File: src/rtl/fan_tach_pkg.sv
package fan_tach_pkg;
  localparam int BUS_W  = 16;
  localparam int IDX_W  = 4;
  localparam int PEND_W = 6;
  localparam int CAP_BIT = 0;
  localparam int TMO_BIT = 4;

  // halfword indices (byte offset / 2)
  localparam logic [IDX_W-1:0] IX_CNT = 4'h0;
  localparam logic [IDX_W-1:0] IX_CAP = 4'h1;
  localparam logic [IDX_W-1:0] IX_PRS = 4'h4;
  localparam logic [IDX_W-1:0] IX_CTL = 4'h5;
  localparam logic [IDX_W-1:0] IX_STA = 4'h7;
  localparam logic [IDX_W-1:0] IX_CLR = 4'h8;
  localparam logic [IDX_W-1:0] IX_IEN = 4'h9;
  localparam logic [IDX_W-1:0] IX_TMO = 4'hA;

  function automatic logic [BUS_W-1:0] lane_merge(
    input logic [BUS_W-1:0] old_v,
    input logic [BUS_W-1:0] new_v,
    input logic [1:0]       be);
    logic [BUS_W-1:0] r;
    r = old_v;
    if (be[0]) r[7:0]        = new_v[7:0];
    if (be[1]) r[BUS_W-1:8]  = new_v[BUS_W-1:8];
    return r;
  endfunction
endpackage

File: src/rtl/fan_tach_edge.sv
module fan_tach_edge #(
  parameter int STAGES = 2
) (
  input  logic clk,
  input  logic rst_n,
  input  logic din,
  output logic rise
);
  logic [STAGES:0] sh;

  always_ff @(posedge clk or negedge rst_n) begin
    if (!rst_n) sh <= '0;
    else        sh <= {sh[STAGES-1:0], din};
  end

  assign rise = sh[STAGES-1] & ~sh[STAGES];


  rise_pulse_chk: assert property (@(posedge clk) disable iff (!rst_n)
    rise |=> !rise);
endmodule

File: src/rtl/fan_tach_prescale.sv
module fan_tach_prescale #(
  parameter int PW = 8
) (
  input  logic          clk,
  input  logic          rst_n,
  input  logic          run,
  input  logic          restart,
  input  logic [PW-1:0] div,
  output logic          tick
);
  logic [PW-1:0] pc;

  always_ff @(posedge clk or negedge rst_n) begin
    if (!rst_n)                pc <= '0;
    else if (!run || restart)  pc <= '0;
    else if (pc == div)        pc <= '0;
    else                       pc <= pc + 1'b1;
  end

  assign tick = run && (pc == div);


  tick_gap_chk: assert property (@(posedge clk) disable iff (!rst_n)
    (tick && div != '0 && !restart) |=> !tick);
endmodule

File: src/rtl/fan_tach_core.sv
module fan_tach_core #(
  parameter int W = 16
) (
  input  logic         clk,
  input  logic         rst_n,
  input  logic         run,
  input  logic         tick,
  input  logic         rise,
  input  logic         cnt_wr,
  input  logic [W-1:0] cnt_wdata,
  input  logic         cap_wr,
  input  logic [W-1:0] cap_wdata,
  input  logic [W-1:0] tmo,
  output logic [W-1:0] cnt,
  output logic [W-1:0] cap,
  output logic         ev_capture,
  output logic         ev_timeout,
  output logic         ev_rearm
);
  logic armed, done, active, step;

  assign active     = run && !done;
  assign ev_rearm   = active && rise && !armed;
  assign ev_capture = active && rise && armed;
  assign ev_timeout = active && !rise && (cnt == tmo);
  assign step       = active && !rise && tick && (cnt != tmo);

  always_ff @(posedge clk or negedge rst_n) begin
    if (!rst_n) begin
      armed <= 1'b0;
      done  <= 1'b0;
      cnt   <= '1;
      cap   <= '1;
    end else begin
      if (!run || cnt_wr)  armed <= 1'b0;
      else if (ev_rearm)   armed <= 1'b1;

      if (cnt_wr)                         done <= 1'b0;
      else if (ev_capture || ev_timeout)  done <= 1'b1;

      if (cnt_wr)         cnt <= cnt_wdata;
      else if (ev_rearm)  cnt <= '1;
      else if (step)      cnt <= cnt - 1'b1;

      if (cap_wr)           cap <= cap_wdata;
      else if (ev_capture)  cap <= cnt;
    end
  end


  cap_latch_chk: assert property (@(posedge clk) disable iff (!rst_n)
    (ev_capture && !cap_wr) |=> cap == $past(cnt));

  one_shot_chk: assert property (@(posedge clk) disable iff (!rst_n)
    (ev_capture && !cnt_wr) |=> !ev_capture);

  tmo_freeze_chk: assert property (@(posedge clk) disable iff (!rst_n)
    (ev_timeout && !cnt_wr) |=> cnt == $past(cnt));

  single_step_chk: assert property (@(posedge clk) disable iff (!rst_n)
    (!cnt_wr && !ev_rearm) |=> (cnt == $past(cnt) || cnt == W'($past(cnt) - 1'b1)));
endmodule

File: src/rtl/fan_tach_timer.sv
module fan_tach_timer
  import fan_tach_pkg::*;
#(
  parameter int PRS_W     = 8,
  parameter int SYNC_STG  = 2
) (
  input  logic             clk,
  input  logic             rst_n,
  input  logic [IDX_W-1:0] bus_hw_addr,
  input  logic             bus_we,
  input  logic [1:0]       bus_be,
  input  logic [BUS_W-1:0] bus_wdata,
  output logic [BUS_W-1:0] bus_rdata,
  input  logic             tach_in,
  output logic             irq
);
  logic [PRS_W-1:0]  prsc;
  logic              run;
  logic [PEND_W-1:0] pend, ien, clr_mask, set_vec;
  logic [BUS_W-1:0]  tmo, cnt, cap;
  logic              rise, tick, ev_capture, ev_timeout, ev_rearm;
  logic              wr_cnt, wr_cap, wr_prs, wr_ctl, wr_clr, wr_ien, wr_tmo;

  assign wr_cnt = bus_we && bus_hw_addr == IX_CNT;
  assign wr_cap = bus_we && bus_hw_addr == IX_CAP;
  assign wr_prs = bus_we && bus_hw_addr == IX_PRS && bus_be[0];
  assign wr_ctl = bus_we && bus_hw_addr == IX_CTL && bus_be[0];
  assign wr_clr = bus_we && bus_hw_addr == IX_CLR && bus_be[0];
  assign wr_ien = bus_we && bus_hw_addr == IX_IEN && bus_be[0];
  assign wr_tmo = bus_we && bus_hw_addr == IX_TMO;

  fan_tach_edge #(.STAGES(SYNC_STG)) u_edge (
    .clk(clk), .rst_n(rst_n), .din(tach_in), .rise(rise));

  fan_tach_prescale #(.PW(PRS_W)) u_prs (
    .clk(clk), .rst_n(rst_n), .run(run), .restart(ev_rearm),
    .div(prsc), .tick(tick));

  fan_tach_core #(.W(BUS_W)) u_core (
    .clk(clk), .rst_n(rst_n), .run(run), .tick(tick), .rise(rise),
    .cnt_wr(wr_cnt), .cnt_wdata(lane_merge(cnt, bus_wdata, bus_be)),
    .cap_wr(wr_cap), .cap_wdata(lane_merge(cap, bus_wdata, bus_be)),
    .tmo(tmo), .cnt(cnt), .cap(cap),
    .ev_capture(ev_capture), .ev_timeout(ev_timeout), .ev_rearm(ev_rearm));

  always_comb begin
    set_vec          = '0;
    set_vec[CAP_BIT] = ev_capture;
    set_vec[TMO_BIT] = ev_timeout;
    clr_mask         = wr_clr ? bus_wdata[PEND_W-1:0] : '0;
  end

  always_ff @(posedge clk or negedge rst_n) begin
    if (!rst_n) begin
      prsc <= '0;
      run  <= 1'b0;
      pend <= '0;
      ien  <= '0;
      tmo  <= '0;
    end else begin
      if (wr_prs) prsc <= bus_wdata[PRS_W-1:0];
      if (wr_ctl) run  <= bus_wdata[0];
      if (wr_ien) ien  <= bus_wdata[PEND_W-1:0];
      if (wr_tmo) tmo  <= lane_merge(tmo, bus_wdata, bus_be);
      pend <= (pend & ~clr_mask) | set_vec;
    end
  end

  assign irq = |(pend & ien);

  always_comb begin
    case (bus_hw_addr)
      IX_CNT:  bus_rdata = cnt;
      IX_CAP:  bus_rdata = cap;
      IX_PRS:  bus_rdata = BUS_W'(prsc);
      IX_CTL:  bus_rdata = BUS_W'(run);
      IX_STA:  bus_rdata = BUS_W'(pend);
      IX_IEN:  bus_rdata = BUS_W'(ien);
      IX_TMO:  bus_rdata = tmo;
      default: bus_rdata = '0;
    endcase
  end


  clr_chk: assert property (@(posedge clk) disable iff (!rst_n)
    (clr_mask[CAP_BIT] && !ev_capture) |=> !pend[CAP_BIT]);

  irq_src_chk: assert property (@(posedge clk) disable iff (!rst_n)
    (pend == '0) |-> !irq);
endmodule

File: config.mk
export PLATFORM = sky130hd
export DESIGN_NAME = fan_tach_timer
export DESIGN_NICKNAME = d
export VERILOG_FILES = /design/src/rtl/fan_tach_pkg.sv /design/src/rtl/fan_tach_edge.sv /design/src/rtl/fan_tach_prescale.sv /design/src/rtl/fan_tach_core.sv /design/src/rtl/fan_tach_timer.sv
export SDC_FILE = /design/constraint.sdc
export NUM_CORES = 1
export LEC_CHECK = 0
export ABC_AREA = 0
export CAP_MARGIN = 20
export CELL_PAD_IN_SITES_DETAIL_PLACEMENT = 0
export CELL_PAD_IN_SITES_GLOBAL_PLACEMENT = 1
export CORE_ASPECT_RATIO = 1.4
export CORE_UTILIZATION = 40
export CTS_BUF_LIST = sky130_fd_sc_hd__clkbuf_8
export CTS_CLUSTER_DIAMETER = 30
export CTS_CLUSTER_SIZE = 14
export DETAILED_ROUTE_END_ITERATION = 8
export PLACE_DENSITY = 0.79
export SLEW_MARGIN = 15
export SYNTH_ARGS = -nofsm -noshare
export SYNTH_HDL_FRONTEND = slang
export SYNTH_SLANG_ARGS = --single-unit
File: constraint.sdc
create_clock -name clk -period 2.4 [get_ports clk]
set_clock_uncertainty 0.05 [all_clocks]
set_input_delay 0.6 -clock clk [delete_from_list [all_inputs] [get_ports clk]]
set_output_delay 0.6 -clock clk [all_outputs]
set_load 0.02 [all_outputs]
* Word level (Yosys, flattened, before mapping)
Cells that the tools add are included. W data, S select, Z words.
Cells by class: add/sub/neg operators 2, multipliers 0, div/mod/pow operators 0, magnitude comparators 0, equal/unequal tests 14, shift operators 0, mux-type cells 15, bitwise operators 6, reductions and logical operators 39
Operator list (count):
- $pmux W16 S7 | 1
- $mux W16 | 5
- $mux W8 | 4
- $logic_and A1 B1 Y1 | 20
- $eq A16 B16 Y1 | 1
- $ne A16 B16 Y1 | 1
- $sub A16 B1 Y16 const B | 1
- $and A6 B6 Y6 | 2
- $eq A4 B3 Y1 const B | 3
- $eq A4 B4 Y1 const B | 3
- $reduce_and A2 Y1 | 6
- $add A8 B1 Y8 const B | 1
- $eq A8 B8 Y1 | 1
- $ne A2 B2 Y1 const B | 4
- $mux W6 | 1
- $not A6 Y6 | 1
- $or A6 B5 Y6 | 1
- $reduce_bool A2 Y1 | 3
- $reduce_or A6 Y1 | 1
- $eq A4 B1 Y1 const B | 1
- $logic_not A1 Y1 | 4
- $logic_not A4 Y1 | 1
- $mux W1 | 4
- $logic_or A1 B1 Y1 | 3
- other kinds (3) | 3
Storage, ports and cells: register bits 82, latch bits 0, bits in writable memories 0, bits in read-only memories 0, bits of input ports 26, output and inout port bits 17, memories 0

* Logic depth before layout (Yosys ltp)
word-level depth 9, gate-level depth with buffers 8, mapped depth without buffers 7

* Hierarchy
A second synthesis with hierarchy kept.
Unflattened totals: cell total of the unflattened synthesis 587, area total of the unflattened synthesis 5422.7 µm²
By module, submodules not included:
- fan_tach_timer | instances 1, cells an instance 265, area each 2408.6 µm², seq. area each 925.9 µm²
- fan_tach_core | instances 1, cells an instance 271, area each 2403.6 µm², seq. area each 890.9 µm²
- fan_tach_prescale | instances 1, cells an instance 47, area each 521.8 µm², seq. area each 200.2 µm²
- fan_tach_edge | instances 1, cells an instance 4, area each 88.8 µm², seq. area each 75.1 µm²

* Worst setup path before layout
OpenSTA, ideal clock, no wires.
path kind input-to-output, from input bus_hw_addr[0], to output bus_rdata[0], arrival time 1.970 ns, slack -0.220 ns, stages 5, buffers on the path 3, cell sequence buf_2 clkbuf_1 clkbuf_1 a32oi_1 o21ai_0
On the way: longest elaborated chain between the ends 2, elaborated cells between the ends (all ways) 8
Ends and longest elaborated chain:
- start, declared | line fan_tach_timer.sv:9 | input logic [IDX_W-1:0] bus_hw_addr,
- $eq A4 B4 Y1, or another cell as far along | line fan_tach_timer.sv:72 | case (bus_hw_addr)
- $pmux W16 S7 (*) | line fan_tach_timer.sv:72
- end, declared | line fan_tach_timer.sv:13 | output logic [BUS_W-1:0] bus_rdata,
Every way passes the cells marked *; elsewhere a longest branch is shown, timed or not.

* Worst setup path after layout
from input bus_hw_addr[3], to output bus_rdata[5]
The elaborated chain is that of the path after synthesis.

==> qor.yml <==
setup_path:
  r2r_setup_slack_ps: 90
  worst_ep_required_time_ps: 1750
  timing.critical_path.arrival_ps: 1840
  cp_max_fo: 4
  crit_slowest_cell: "sky130_fd_sc_hd__and3b_2"
  critical_path_cell_count: 8
  end_kind: "output port"
  critical-path-top-delay-family: "buffers and inverters"
  critPathLaunch: "bus_hw_addr[3]"
  critPathMaxStageDelay_ps: 280
  rr_startpoint: "prsc[1]"
  criticalPathCategory: "primary input to output port"
  timing.critical_path.to: "bus_rdata[5]"
  rr_worst_depth: 6
  setup.worst_path.start_class: "primary input"
  worstPathBufferInverterCount: 4
  crit_chain: "buf_8 -> nor2b_4 -> and3b_2 -> buf_12 -> buf_4 -> a221oi_4 -> o21ai_2 -> buf_6"
  reg2reg_to: "u_core.cnt[1]"
logic_synthesis:
  asyncSetResetFlopFracSynth_pct: 100
  ys_warn_count: 0
  synth_most_common_cell: "sky130_fd_sc_hd__dfrtp_1"
  yosys.area.top_type: "sky130_fd_sc_hd__dfrtp_1"
  synth_edf_count: 0
  synth.lib_cells_used.distinct: 58
  ys_seq_area_share_pct: 44.1
  yosys-top-cells-area: "sky130_fd_sc_hd__dfrtp_1 (26%), sky130_fd_sc_hd__dfstp_2 (18%), sky130_fd_sc_hd__mux2_2 (7.1%)"
  yosys_register_bits: 82
  netlist_instances: 467
  post_synth_most_frequent_cells: "sky130_fd_sc_hd__dfrtp_1 (50), sky130_fd_sc_hd__o21ai_0 (41), sky130_fd_sc_hd__nand2_1 (39)"
  syn-num-nets: 495
  avgSynthCellArea_sq_um: 10.2
  synth_flop_type: "sky130_fd_sc_hd__dfrtp_1"
  synth_top_cell_area_share_pct: 26.4
  mappedNetlistArea_sq_um: 4750
detailed_routing:
  routed_wire_length_per_instance_um: 19.1
  route.detailed.drc: 0
  drtPass1Iterations: 6
  total_wirelength_of_the_detailed_routed_design_um: 13500
  first_iter_violations: 295
  post_drt_via_cell_ratio: 5.63
  route.antenna.remaining_nets: 0
  vias: 3963
global_routing:
  grt_antenna_before_repair: 0
  number_of_global_route_vias_before_repair: 4071
  global_route_wire_length_before_repair_um: 21300
  grt.overflow.total: 0
  grt_start_max_net_pins: 45
  total_routing_resource_utilization_after_global_routing_pct: 23.0
floorplan:
  chipHeight_um: 131
  number_of_top_level_pins: 43
  core_region_area_sq_um: 11500
  width_of_the_chip_um: 94.1
  fp.dieArea_sq_um: 12300
  initial_core_util_pct: 41.4
  num_rows: 46
finish:
  antenna_cells: 0
  area_delta_synth_final_pct: 30.1
  final_core_utilization_pct: 53.9
  final_layout_size_suffix_gt1_share_pct: 36.1
  design.final.nets: 583
  final_design_area_no_fill_sq_um: 6170
run_status:
  run_status: "complete, but fails checks"
  failed_checks: "negative setup slack"
cts:
  cts-htree-levels: 3
  cts_inserted_buffers: 9
  cts_buffer_depth: 2
  clock-root-buffer: "sky130_fd_sc_hd__clkbuf_8"
  clock_latency_ps: 380
  cts.clk_slew.worst_paths_ps: 90
  clock_sinks: 82
  tritoncts: "done"
placed_design:
  post-dp-hpwl_um: 9790
  pre_cts_ws_ps: -966
  port_buffers: 42
  detailed_place.area_sq_um: 5660
  routabilityCongestion: 0.887
timing:
  final_report_max_slew_violation_count: 0
  max_slew_margin_pct: 63.9
  report.final.hold_viol_count: 0
  setup_viol: 7
  fin_setup_tns_ps: -342
  finalCritPeriodShare_pct: 104
  min_period_ps: 2490
  grt_setup_unrepaired: "yes"
  worst_slack_ps: -87.0
  worst-slew-pin-transition_ps: 541
  fmax_mhz: 402
flow_run:
  timing.max_cap.violations: 0
power_and_ir_drop:
  cellLeakagePower_nw: 2.71
  power_dens_cells_nw_per_um2: 660
  vdd_ir_drop_max_mv: 0.426
min_path:
  min_path_type: "primary input to async pin"
[routing by layer]
metal | GRT usage [%] | share of wire [%] | vias up
met4 | 10.3 | 2.7 | 0
met3 | 3.07 | 3.5 | 29
li1 | - | - | 1875
met1 | 25.6 | 39 | 1957
met5 | 0 | 0 | -
met2 | 43.2 | 54 | 102
[per-stage QoR]
| stage | power (mW) | cells | hold WS (ps) |
|---|---|---|---|
| global placement | 2.91 | 672 | 285 |
| floorplan | 2.53 | 467 | 254 |
| CTS | 4.04 | 694 | 165 |
| global route | 4.27 | 704 | 187 |
| finish | 4.07 | 704 | 153 |
| detailed placement | 2.95 | 672 | 299 |
[power by group]
part	internal [mW]	switching, mW
Sequential	1.73	0.274
Clock	0.499	0.585
Combinational	0.505	0.478
Total	2.73	1.34
[what timing repair did]
item,in CTS,in global routing
endpoints found under the setup margin,33,30
pin swaps,7,11
cloned,2,2
resized for setup,113,41
hold endpoints to repair,0,0
hold buffers,0,0
buffers inserted,4,9
[worst register-to-register path, stage by stage (launching register included)]
cell and delay (ps):
sky130_fd_sc_hd__dfrtp_1 430, sky130_fd_sc_hd__xor2_1 170, sky130_fd_sc_hd__nor4_1 390, sky130_fd_sc_hd__nand2_2 230, sky130_fd_sc_hd__or3_4 480, sky130_fd_sc_hd__a21oi_4 250, sky130_fd_sc_hd__mux2i_1 240
[cells in the final DEF (no fill, tap or decap), types with 7 or more instances in the layout]
cell type                         netlist  routed
sky130_fd_sc_hd__buf_4                  2      55
sky130_fd_sc_hd__dfrtp_1               50      50
sky130_fd_sc_hd__nand2_1               39      38
sky130_fd_sc_hd__o21ai_0               41      33
sky130_fd_sc_hd__dfstp_2               32      32
sky130_fd_sc_hd__mux2_2                30      30
sky130_fd_sc_hd__nor2_1                27      26
sky130_fd_sc_hd__clkdlybuf4s50_1        0      20
sky130_fd_sc_hd__nand3_1               19      19
sky130_fd_sc_hd__xnor2_1               19      19
sky130_fd_sc_hd__buf_6                  1      19
sky130_fd_sc_hd__mux2i_1               18      18
sky130_fd_sc_hd__inv_1                 16      16
sky130_fd_sc_hd__a21oi_1               13      12
sky130_fd_sc_hd__xor2_1                11      11
sky130_fd_sc_hd__a211oi_1              10      10
sky130_fd_sc_hd__a222oi_1               9       9
sky130_fd_sc_hd__clkbuf_8               0       9
sky130_fd_sc_hd__nand4_1                8       8
sky130_fd_sc_hd__o21ai_1                2       7
sky130_fd_sc_hd__nor3_1                 8       7
sky130_fd_sc_hd__buf_12                 0       7
[worst min-delay path by stage]
stage,startpoint,end
after detailed placement,u_edge.sh[0],u_edge.sh[1]
after CTS,rst_n,tmo[5]
after global placement,u_edge.sh[0],u_edge.sh[1]
after global routing,rst_n,tmo[12]
after floorplan,rst_n,ien[0]
final,rst_n,tmo[12]
[sequential cells by signal, summed over array words and instances (netlist names)]
| signal | flops |
|---|---|
| prsc | 8 |
| u_core.cap | 16 |
| run | 1 |
| tmo | 16 |
| pend | 6 |
| ien | 6 |
| u_edge.sh | 3 |
| u_core.armed | 1 |
| u_core.done | 1 |
| u_prs.pc | 8 |
| u_core.cnt | 16 |
[layout make-up]
type                       count  area (sq um)
fill                         996          5280
multi-input combinational    338          2550
sequential                    82          2090
timing repair buffer         108          1080
tap                          144           180
clock buffer                   9           124
clock inverter                 7          82.6
inverter                      16          60.1
[cells by family (layout without fill, tap and decap cells)]
group / Yosys count / after routing / synth area share [%]
AO/OA/AOI/OAI: 111 / 111 / 16.4
XOR/XNOR: 30 / 30 / 5.54
adder cells (fa/ha/maj): 2 / 2 / 0.527
buffers and inverters: 47 / 140 / 4.24
flip-flops: 82 / 82 / 44.1
multiplexers: 51 / 51 / 12.2
AND/OR/NAND/NOR: 144 / 144 / 17.0
Note: power is estimated with default switching activity, not from simulation.
